### src/rtl/kls_pkg.sv
package kls_pkg;

   // field-rate selection as seen by the scheduler
   typedef enum logic {
      RATE_SLOW_FIELD = 1'b0,
      RATE_FAST_FIELD = 1'b1
   } kls_rate_e;

   // width helper that never returns zero
   function automatic int kls_w(input int n);
      return (n <= 2) ? 1 : $clog2(n);
   endfunction

   function automatic int kls_max(input int a, input int b);
      return (a > b) ? a : b;
   endfunction

endpackage

### src/rtl/kls_sync.sv
module kls_sync #(
   parameter int BITS   = 2,
   parameter int STAGES = 2
) (
   input  logic            clk,
   input  logic            rst_n,
   input  logic [BITS-1:0] raw_i,
   output logic [BITS-1:0] sync_o
);

   initial begin
      assert (BITS >= 1) else $error("kls_sync: BITS must be at least 1");
      assert (STAGES >= 0) else $error("kls_sync: STAGES must not be negative");
   end

   generate
      if (STAGES == 0) begin : g_pass
         assign sync_o = raw_i;
      end else begin : g_chain
         logic [BITS-1:0] stage_q [STAGES];
         for (genvar s = 0; s < STAGES; s++) begin : g_stage
            if (s == 0) begin : g_first
               always_ff @(posedge clk) begin
                  if (!rst_n) stage_q[s] <= '1;
                  else        stage_q[s] <= raw_i;
               end
            end else begin : g_next
               always_ff @(posedge clk) begin
                  if (!rst_n) stage_q[s] <= '1;
                  else        stage_q[s] <= stage_q[s-1];
               end
            end
         end
         assign sync_o = stage_q[STAGES-1];
      end
   endgenerate

endmodule

### src/rtl/kls_sched.sv
module kls_sched
   import kls_pkg::*;
#(
   parameter int WIN_LINES = 128,
   parameter int DIV_SLOW  = 4,
   parameter int DIV_FAST  = 5
) (
   input  logic clk,
   input  logic rst_n,
   input  logic field_tick,
   input  logic line_tick,
   input  logic rate_sel,
   output logic win_open,
   output logic win_start,
   output logic line_in_win
);

   localparam int DIV_MAX = kls_max(DIV_SLOW, DIV_FAST);
   localparam int FW      = kls_w(DIV_MAX);
   localparam int LW      = kls_w(WIN_LINES);
   localparam logic [FW-1:0] LIM_SLOW = FW'(DIV_SLOW - 1);
   localparam logic [FW-1:0] LIM_FAST = FW'(DIV_FAST - 1);
   localparam logic [LW-1:0] LAST_LN  = LW'(WIN_LINES - 1);

   initial begin
      assert (DIV_SLOW >= 1 && DIV_FAST >= 1) else $error("kls_sched: divisors must be positive");
      assert (WIN_LINES >= 1) else $error("kls_sched: WIN_LINES must be positive");
   end

   logic [FW-1:0] fcnt_q;
   logic [FW-1:0] lim;
   logic [LW-1:0] lcnt_q;
   logic          open_q;
   kls_rate_e     rate;

   assign rate = kls_rate_e'(rate_sel);
   assign lim  = (rate == RATE_FAST_FIELD) ? LIM_FAST : LIM_SLOW;

   // a field tick that finds the divider at zero starts a window
   assign win_start   = field_tick && (fcnt_q == '0);
   assign line_in_win = line_tick && open_q && !win_start;
   assign win_open    = open_q;

   always_ff @(posedge clk) begin
      if (!rst_n) begin
         fcnt_q <= '0;
      end else if (field_tick) begin
         if (fcnt_q >= lim) fcnt_q <= '0;
         else               fcnt_q <= fcnt_q + 1'b1;
      end
   end

   always_ff @(posedge clk) begin
      if (!rst_n) begin
         open_q <= 1'b0;
         lcnt_q <= '0;
      end else if (win_start) begin
         open_q <= 1'b1;
         lcnt_q <= '0;
      end else if (line_in_win) begin
         if (lcnt_q == LAST_LN) begin
            open_q <= 1'b0;
            lcnt_q <= '0;
         end else begin
            lcnt_q <= lcnt_q + 1'b1;
         end
      end
   end

endmodule

### src/rtl/kls_pack.sv
module kls_pack
   import kls_pkg::*;
#(
   parameter int SAMPLES = 4
) (
   input  logic                   clk,
   input  logic                   rst_n,
   input  logic                   line_tick,
   input  logic                   win_start,
   input  logic                   line_in_win,
   input  logic                   clk_smp,
   input  logic                   dat_smp,
   output logic [2*SAMPLES-1:0]   byte_o,
   output logic                   valid_o
);

   localparam int CW = kls_w(SAMPLES);
   localparam logic [CW-1:0] LAST_S = CW'(SAMPLES - 1);

   initial begin
      assert (SAMPLES >= 1) else $error("kls_pack: SAMPLES must be positive");
   end

   logic [SAMPLES-1:0] clk_hist_q, dat_hist_q;
   logic [SAMPLES-1:0] clk_hist_d, dat_hist_d;
   logic [CW-1:0]      scnt_q;

   // newest sample enters at the bottom, oldest drifts to the top
   generate
      if (SAMPLES == 1) begin : g_one
         assign clk_hist_d = clk_smp;
         assign dat_hist_d = dat_smp;
      end else begin : g_many
         assign clk_hist_d = {clk_hist_q[SAMPLES-2:0], clk_smp};
         assign dat_hist_d = {dat_hist_q[SAMPLES-2:0], dat_smp};
      end
   endgenerate

   always_ff @(posedge clk) begin
      if (!rst_n) begin
         clk_hist_q <= '0;
         dat_hist_q <= '0;
      end else if (line_tick) begin
         clk_hist_q <= clk_hist_d;
         dat_hist_q <= dat_hist_d;
      end
   end

   always_ff @(posedge clk) begin
      if (!rst_n) begin
         scnt_q  <= '0;
         valid_o <= 1'b0;
         byte_o  <= '0;
      end else begin
         valid_o <= 1'b0;
         if (win_start) begin
            scnt_q <= '0;
         end else if (line_in_win) begin
            if (scnt_q == LAST_S) begin
               scnt_q  <= '0;
               valid_o <= 1'b1;
               byte_o  <= {clk_hist_d, dat_hist_d};
            end else begin
               scnt_q <= scnt_q + 1'b1;
            end
         end
      end
   end

endmodule

### src/rtl/kbd_line_sampler.sv
module kbd_line_sampler #(
   parameter int SAMPLES     = 4,
   parameter int WIN_LINES   = 128,
   parameter int DIV_SLOW    = 4,
   parameter int DIV_FAST    = 5,
   parameter int SYNC_STAGES = 2
) (
   input  logic                 clk,
   input  logic                 rst_n,
   input  logic                 line_tick,
   input  logic                 field_tick,
   input  logic                 rate_75,
   input  logic                 kbd_clk_in,
   input  logic                 kbd_dat_in,
   output logic [2*SAMPLES-1:0] pack_byte,
   output logic                 pack_valid,
   output logic                 kbd_clk_pull_low
);

   initial begin
      assert (WIN_LINES % SAMPLES == 0)
         else $error("kbd_line_sampler: WIN_LINES must be a multiple of SAMPLES");
   end

   logic [1:0] wire_sync;
   logic       win_open, win_start, line_in_win;

   kls_sync #(.BITS(2), .STAGES(SYNC_STAGES)) u_sync (
      .clk    (clk),
      .rst_n  (rst_n),
      .raw_i  ({kbd_clk_in, kbd_dat_in}),
      .sync_o (wire_sync)
   );

   kls_sched #(.WIN_LINES(WIN_LINES), .DIV_SLOW(DIV_SLOW), .DIV_FAST(DIV_FAST)) u_sched (
      .clk         (clk),
      .rst_n       (rst_n),
      .field_tick  (field_tick),
      .line_tick   (line_tick),
      .rate_sel    (rate_75),
      .win_open    (win_open),
      .win_start   (win_start),
      .line_in_win (line_in_win)
   );

   kls_pack #(.SAMPLES(SAMPLES)) u_pack (
      .clk         (clk),
      .rst_n       (rst_n),
      .line_tick   (line_tick),
      .win_start   (win_start),
      .line_in_win (line_in_win),
      .clk_smp     (wire_sync[1]),
      .dat_smp     (wire_sync[0]),
      .byte_o      (pack_byte),
      .valid_o     (pack_valid)
   );

   assign kbd_clk_pull_low = !win_open;

endmodule

### config.mk
export PLATFORM = sky130hd
export DESIGN_NAME = kbd_line_sampler
export DESIGN_NICKNAME = d
export VERILOG_FILES = /design/src/rtl/kls_pkg.sv /design/src/rtl/kls_sync.sv /design/src/rtl/kls_sched.sv /design/src/rtl/kls_pack.sv /design/src/rtl/kbd_line_sampler.sv
export SDC_FILE = /design/constraint.sdc
export NUM_CORES = 1
export LEC_CHECK = 0
export BUFFER_PORTS_ARGS = -buffer_cell sky130_fd_sc_hd__buf_4
export CELL_PAD_IN_SITES_DETAIL_PLACEMENT = 1
export CELL_PAD_IN_SITES_GLOBAL_PLACEMENT = 2
export CORE_ASPECT_RATIO = 1.2
export CORE_MARGIN = 2
export CORE_UTILIZATION = 32
export DETAILED_ROUTE_END_ITERATION = 10
export PLACE_DENSITY = 0.79
export SLEW_MARGIN = 20
export SYNTH_ARGS = -nofsm -noshare
export SYNTH_HDL_FRONTEND = slang
export SYNTH_SLANG_ARGS = --single-unit
### constraint.sdc
create_clock -name clk -period 1.75 [get_ports clk]
set_input_delay 0.4375 -clock clk [delete_from_list [all_inputs] [get_ports clk]]
set_output_delay 0.4375 -clock clk [all_outputs]
set_load 0.1 [all_outputs]
== Word level (Yosys, flattened, before mapping) ==
Memories as Yosys holds them, arrays and structs flattened.
Index checks and enable logic that the tools add are counted.

* Flip-flop bits (word level): 28
* Bits in latches: 0
* Memory bits (writable): 4
* Bits in read-only memories: 0
* Output and inout port bits: 10
* Logic and storage cells: 44
* Memories: 1

{| class="wikitable"
|+ Memories
! memory !! depth !! bits a word !! rd ports !! clocked after Yosys merged registers in !! write ports !! line !! RTL
|-
| u_sync.g_chain.stage_q || 2 || 2 || 2 || 0 || 2 || kls_sync.sv:20 || <nowiki>logic [BITS-1:0] stage_q [STAGES];</nowiki>
|}

* $add $sub $neg: 3
* Multiply operators: 0
* Div/mod/pow operators: 0
* Order comparisons: 1
* Eq/ne operators: 2
* Shift operators: 0
* Muxes and demuxes: 12
* Bitwise gates (word level): 5
* Reductions and logical operators: 12

{| class="wikitable"
|+ Operators by type and width
! operator !! count
|-
| $add A7 B1 Y7 const B || 1
|-
| $eq A7 B7 Y1 const B || 1
|-
| $mux W7 || 1
|-
| $mux W1 || 6
|-
| $mux W2 || 3
|-
| $mux W3 || 2
|-
| $reduce_bool A2 Y1 || 2
|-
| $add A3 B1 Y3 const B || 1
|-
| $ge A3 B3 Y1 || 1
|-
| $logic_and A1 B1 Y1 || 3
|-
| $logic_not A3 Y1 || 1
|-
| $not A1 Y1 || 3
|-
| $reduce_and A3 Y1 || 1
|-
| $reduce_or A3 Y1 || 1
|-
| $add A2 B1 Y2 const B || 1
|-
| $eq A2 B2 Y1 const B || 1
|-
| $logic_not A1 Y1 || 2
|-
| $or A1 B1 Y1 || 2
|-
| $reduce_and A2 Y1 || 1
|-
| $reduce_or A2 Y1 || 1
|}

== Longest topological paths before layout ==
* Depth in word-level cells: 6
* Gate-level depth with buffers: 7
* Mapped depth without buffers: 5

== Cells and area by module ==
Synthesis repeated with hierarchy kept, for this count alone.

* Cells, all modules: 144
* Area total of the unflattened synthesis: 1430.1 um2

{| class="wikitable"
|+ Modules (own cells, without submodules)
! module !! times used !! cells each !! area each (um2) !! seq. area each (um2)
|-
| kls_pack || 1 || 67 || 675.6 || 340.3
|-
| kls_sched || 1 || 68 || 645.6 || 220.2
|-
| kls_sync || 1 || 8 || 105.1 || 80.1
|-
| kbd_line_sampler || 1 || 1 || 3.8 || 0.0
|}

== Worst setup path before layout ==
OpenSTA, ideal clock, no wires.

* Kind: register -> register
* Start point: register u_sched.fcnt_q[0]
* End point: register u_sched.lcnt_q[3]
* Library setup time: 0.086 ns
* Data arrival time: 1.594 ns
* Data required time: 1.664 ns
* Setup slack: 0.070 ns
* Stages on the path, launching flop included: 7
* Cell sequence: dfxtp_1 -> inv_1 -> ha_1 -> and3b_1 -> buf_6 -> or4_1 -> a211oi_1

* Cells in the longest elaborated chain, start to end: 4
* Elaborated cells on any way between the ends: 5
* Those cells by class: 5 x reduce/logical

{| class="wikitable"
|+ RTL lines
! what !! line !! RTL
|-
| from (decl) || kls_sched.sv:30 || <nowiki>logic [FW-1:0] fcnt_q;</nowiki>
|-
| from (signal assigned) || kls_sched.sv:49 || <nowiki>else fcnt_q <= fcnt_q + 1'b1;</nowiki>
|-
| $logic_not A3 Y1 (*) || kls_sched.sv:40 || <nowiki>assign win_start = field_tick && (fcnt_q == '0);</nowiki>
|-
| $logic_and A1 B1 Y1 (*) || kls_sched.sv:40 ||
|-
| $logic_not A1 Y1 || kls_sched.sv:41 || <nowiki>assign line_in_win = line_tick && open_q && !win_start;</nowiki>
|-
| $logic_and A1 B1 Y1 || kls_sched.sv:41 ||
|-
| to (signal assigned) || kls_sched.sv:65 || <nowiki>lcnt_q <= lcnt_q + 1'b1;</nowiki>
|-
| to (decl) || kls_sched.sv:32 || <nowiki>logic [LW-1:0] lcnt_q;</nowiki>
|}

Mark *: on every way between the ends. The rest lies on a longest branch, timed or not.
A chain may end at the register's enable or synchronous reset.

== Final worst setup path ==
* Start point: register u_sched.fcnt_q[0]
* End point: register u_sched.lcnt_q[5]

The elaborated chain is that of the path after synthesis.

==> summary.txt <==
Status
  • Status: finished, final reports clean

Placed design
  • Cell Area, Placed: 1610 µm²
  • HPWL Detailed: 2.26 mm
  • Routability-driven placement congestion ratio: 0.708
  • IO Port Bufs: 16

GRT
  • Grt peak-use layer: met2
  • Initial antenna violation count: 0
  • First-pass GRT wire length: 5.55 mm
  • Grt met1 use: 0.163
  • Vias in the first global route: 1217
  • GR Util met3: 0.0487
  • Routing usage on met2: 0.250
  • GRT Total Usage: 0.144
  • Largest net degree at the start of global routing: 18
  • GRT overflow: 0

STA
  • Fmax: 592 MHz
  • Final Hold Vio Count: 0
  • Final setup viols: 0
  • Slew headroom: 0.727
  • Minimum clock period after layout: 1690 ps
  • Final setup skew: 4.12 ps
  • Slew @ Worst Pin: 409 ps
  • Worst hold slack: 336 ps
  • Slew Limit Fails: 0
  • Final worst-path cycle share: 0.966

Drt
  • Drt wl/cell: 14.4 µm
  • Routed vias/inst: 5.02
  • DR DRC count: 0
  • ANT nets after route: 0
  • Vias: 1149
  • First-pass DRT Iterations: 3
  • DRT Wirelength: 3.29 mm
  • DRT iter0 DRCs: 11

Logic synthesis
  • Synthesized area: 1400 µm²
  • Top_reg_cell synth: dfxtp_1
  • Adder-cell share of the synthesized area: 0.0625
  • Mux share of post-synthesis cell area: 0.107
  • Total nets after synthesis: 158
  • Cells after synthesis: 144
  • Synth Register Bits: 32
  • Simple-Gate Fraction of Synth Area: 0.211
  • Mean Syn Cell Area: 9.73 µm²
  • Ys Warns: 0
  • Number of distinct library cells after synthesis: 31
  • Post-synth EDFFs: 0
  • Seq/Total Area, Yosys: 0.457
  • Post-synthesis xor/xnor area fraction: 0.0125
  • Complex-gate fraction of the synthesized area: 0.100
  • Largest family of logic cells by synthesized area: simple AND/OR/NAND/NOR gates
  • Synth async-reset ratio: 0

CTS
  • Later-pin clock latency in the skew report: 280 ps
  • Cts hold-fix bufs: 0
  • Clock tree from TritonCTS: built
  • Buffer levels on the longest clock path: 2
  • CTS Sinks: 32
  • Clk slew on worst S/H paths: 70 ps
  • H-tree Lvls: 2
  • CTS root buf: clkbuf_8
  • CTS Buf Count: 5

Layout
  • Diodes inserted: 0
  • # nets final: 186
  • Final instance area: 1750 µm²
  • Sequential cell area: 642 µm²
  • Commonest non-fill, non-tap cell in the layout: dfxtp_1
  • P&R area growth vs syn: 24.7%
  • Most frequent cells in the layout: dfxtp_1, buf_4, nand2_1, mux2i_1
  • Multi-input gate area: 718 µm²
  • Layout cell share with drive strength beyond 1: 0.249
  • Fillcell total: 514

Worst setup path
  • Crit start category: register
  • Critical Path Sink Type: register
  • Kind of critical path: reg -> reg
  • Worst-path fanout max: 5
  • CP required: 1960 ps
  • Crit path DAT: 1900 ps

Floorplan
  • Chip height: 76.5 µm
  • # rows: 26
  • Die W: 64.4 µm
  • IO Pins: 17
  • Starting Density: 0.331
  • Core outline area: 4230 µm²
  • Die area: 4930 µm²

Pwr
  • Total leakage power: 0.689 nW
  • PD cells: 889 nW/µm²
  • VDD IR-drop max: 0.375 mV

Flow run
  • Max-cap violation count: 0

Worst hold path
  • Min-delay worst type: in -> reg
==> critical path, stage by stage, from the launching register on <==
cell      delay [ps]
dfxtp_2          330
inv_1             60
ha_2             200
and3b_2          250
or4_1            560
a211oi_2         230
==> path summary, 6_finish.rpt <==
| check | from | endpoint | slack (ps) | cells after the start |
|---|---|---|---|---|
| hold reg to reg | u_sync.g_chain.stage_q[0][0] | u_sync.g_chain.stage_q[1][0] | 410 | 1 |
| hold / removal | kbd_clk_in | u_sync.g_chain.stage_q[0][1] | 340 | 2 |
| setup reg to reg | u_sched.fcnt_q[0] | u_sched.lcnt_q[5] | 60 | 5 |
| setup / recovery | u_sched.fcnt_q[0] | u_sched.lcnt_q[5] | 60 | 5 |
==> Yosys cell counts (all sizes together), types with 2 or more instances <==
cell | number | area, µm²
inv | 4 | 15.0
ha | 7 | 87.6
clkbuf | 3 | 11.3
or3 | 2 | 12.5
dfxtp | 32 | 641
nor2 | 2 | 7.51
nand2 | 23 | 86.3
or4 | 5 | 37.5
nand3 | 4 | 20.0
mux2i | 15 | 150
a21oi | 4 | 20.0
a211oi | 4 | 30.0
o21ai | 4 | 20.0
nor2b | 6 | 37.5
nand2b | 5 | 31.3
buf | 5 | 43.8
nand4 | 2 | 12.5
o31ai | 4 | 30.0
a311oi | 3 | 26.3
==> power by group <==
| group | internal [mW] | switching (mW) | leakage (nW) | total (mW) |
|---|---|---|---|---|
| Sequential | 0.751 | 0.0180 | 0.261 | 0.769 |
| Combinational | 0.0832 | 0.111 | 0.377 | 0.194 |
| Clock | 0.314 | 0.277 | 0.0510 | 0.591 |
==> final cells by class <==
class / instances / area share
Clock buffer: 6 / 0.0472
Clock inverter: 2 / 0.00573
Inverter: 4 / 0.00859
Multi-Input combinational cell: 101 / 0.411
Sequential cell: 32 / 0.367
Tap cell: 56 / 0.0401
Timing Repair Buffer: 28 / 0.120
==> per-stage QoR <==
step	total power [mW]	cells	setup WS, ps	TNS [ps]	utilization
3_3_place_gp	0.949	218	9.91	0	0.381
5_1_grt	1.63	229	-25.7	-25.7	0.413
3_5_place_dp	0.963	218	-121	-382	0.381
2_1_floorplan	0.905	144	69.9	0	-
6_report	1.55	229	59.5	0	0.413
4_1_cts	1.57	228	16.7	0	0.409
==> repair_timing <==
item / 4_1_cts / 5_1_grt
cloned: 1 / 0
hold endpoints to repair: 0 / 0
pin swaps: 1 / 1
buffers inserted: 1 / 1
resized for setup: 3 / 3
endpoints found under the setup margin: 7 / 8
==> routing by layer <==
metal | routed length [µm] | vias up
met5 | 0 | -
met4 | 38 | 0
met3 | 98 | 6
met2 | 1730 | 14
met1 | 1420 | 562
li1 | - | 567
==> cells by family (layout without fill, tap and decap cells) <==
| group | after synthesis | in the layout |
|---|---|---|
| buffers and inverters | 12 | 40 |
| flip-flops | 32 | 32 |
| multiplexers | 15 | 15 |
| adder cells (fa/ha/maj) | 7 | 7 |
| AO/OA/AOI/OAI | 21 | 21 |
| XOR/XNOR | 2 | 2 |
| AND/OR/NAND/NOR | 55 | 56 |
==> state kept, by name (all words and copies together) (netlist names) <==
name                    cells
u_pack.scnt_q               2
u_pack.dat_hist_q           3
u_pack.clk_hist_q           3
u_pack.valid_o              1
u_pack.byte_o               8
u_sched.lcnt_q              7
u_sched.win_open            1
u_sched.fcnt_q              3
u_sync.g_chain.stage_q      4
Note: power is estimated with default switching activity, not from simulation.
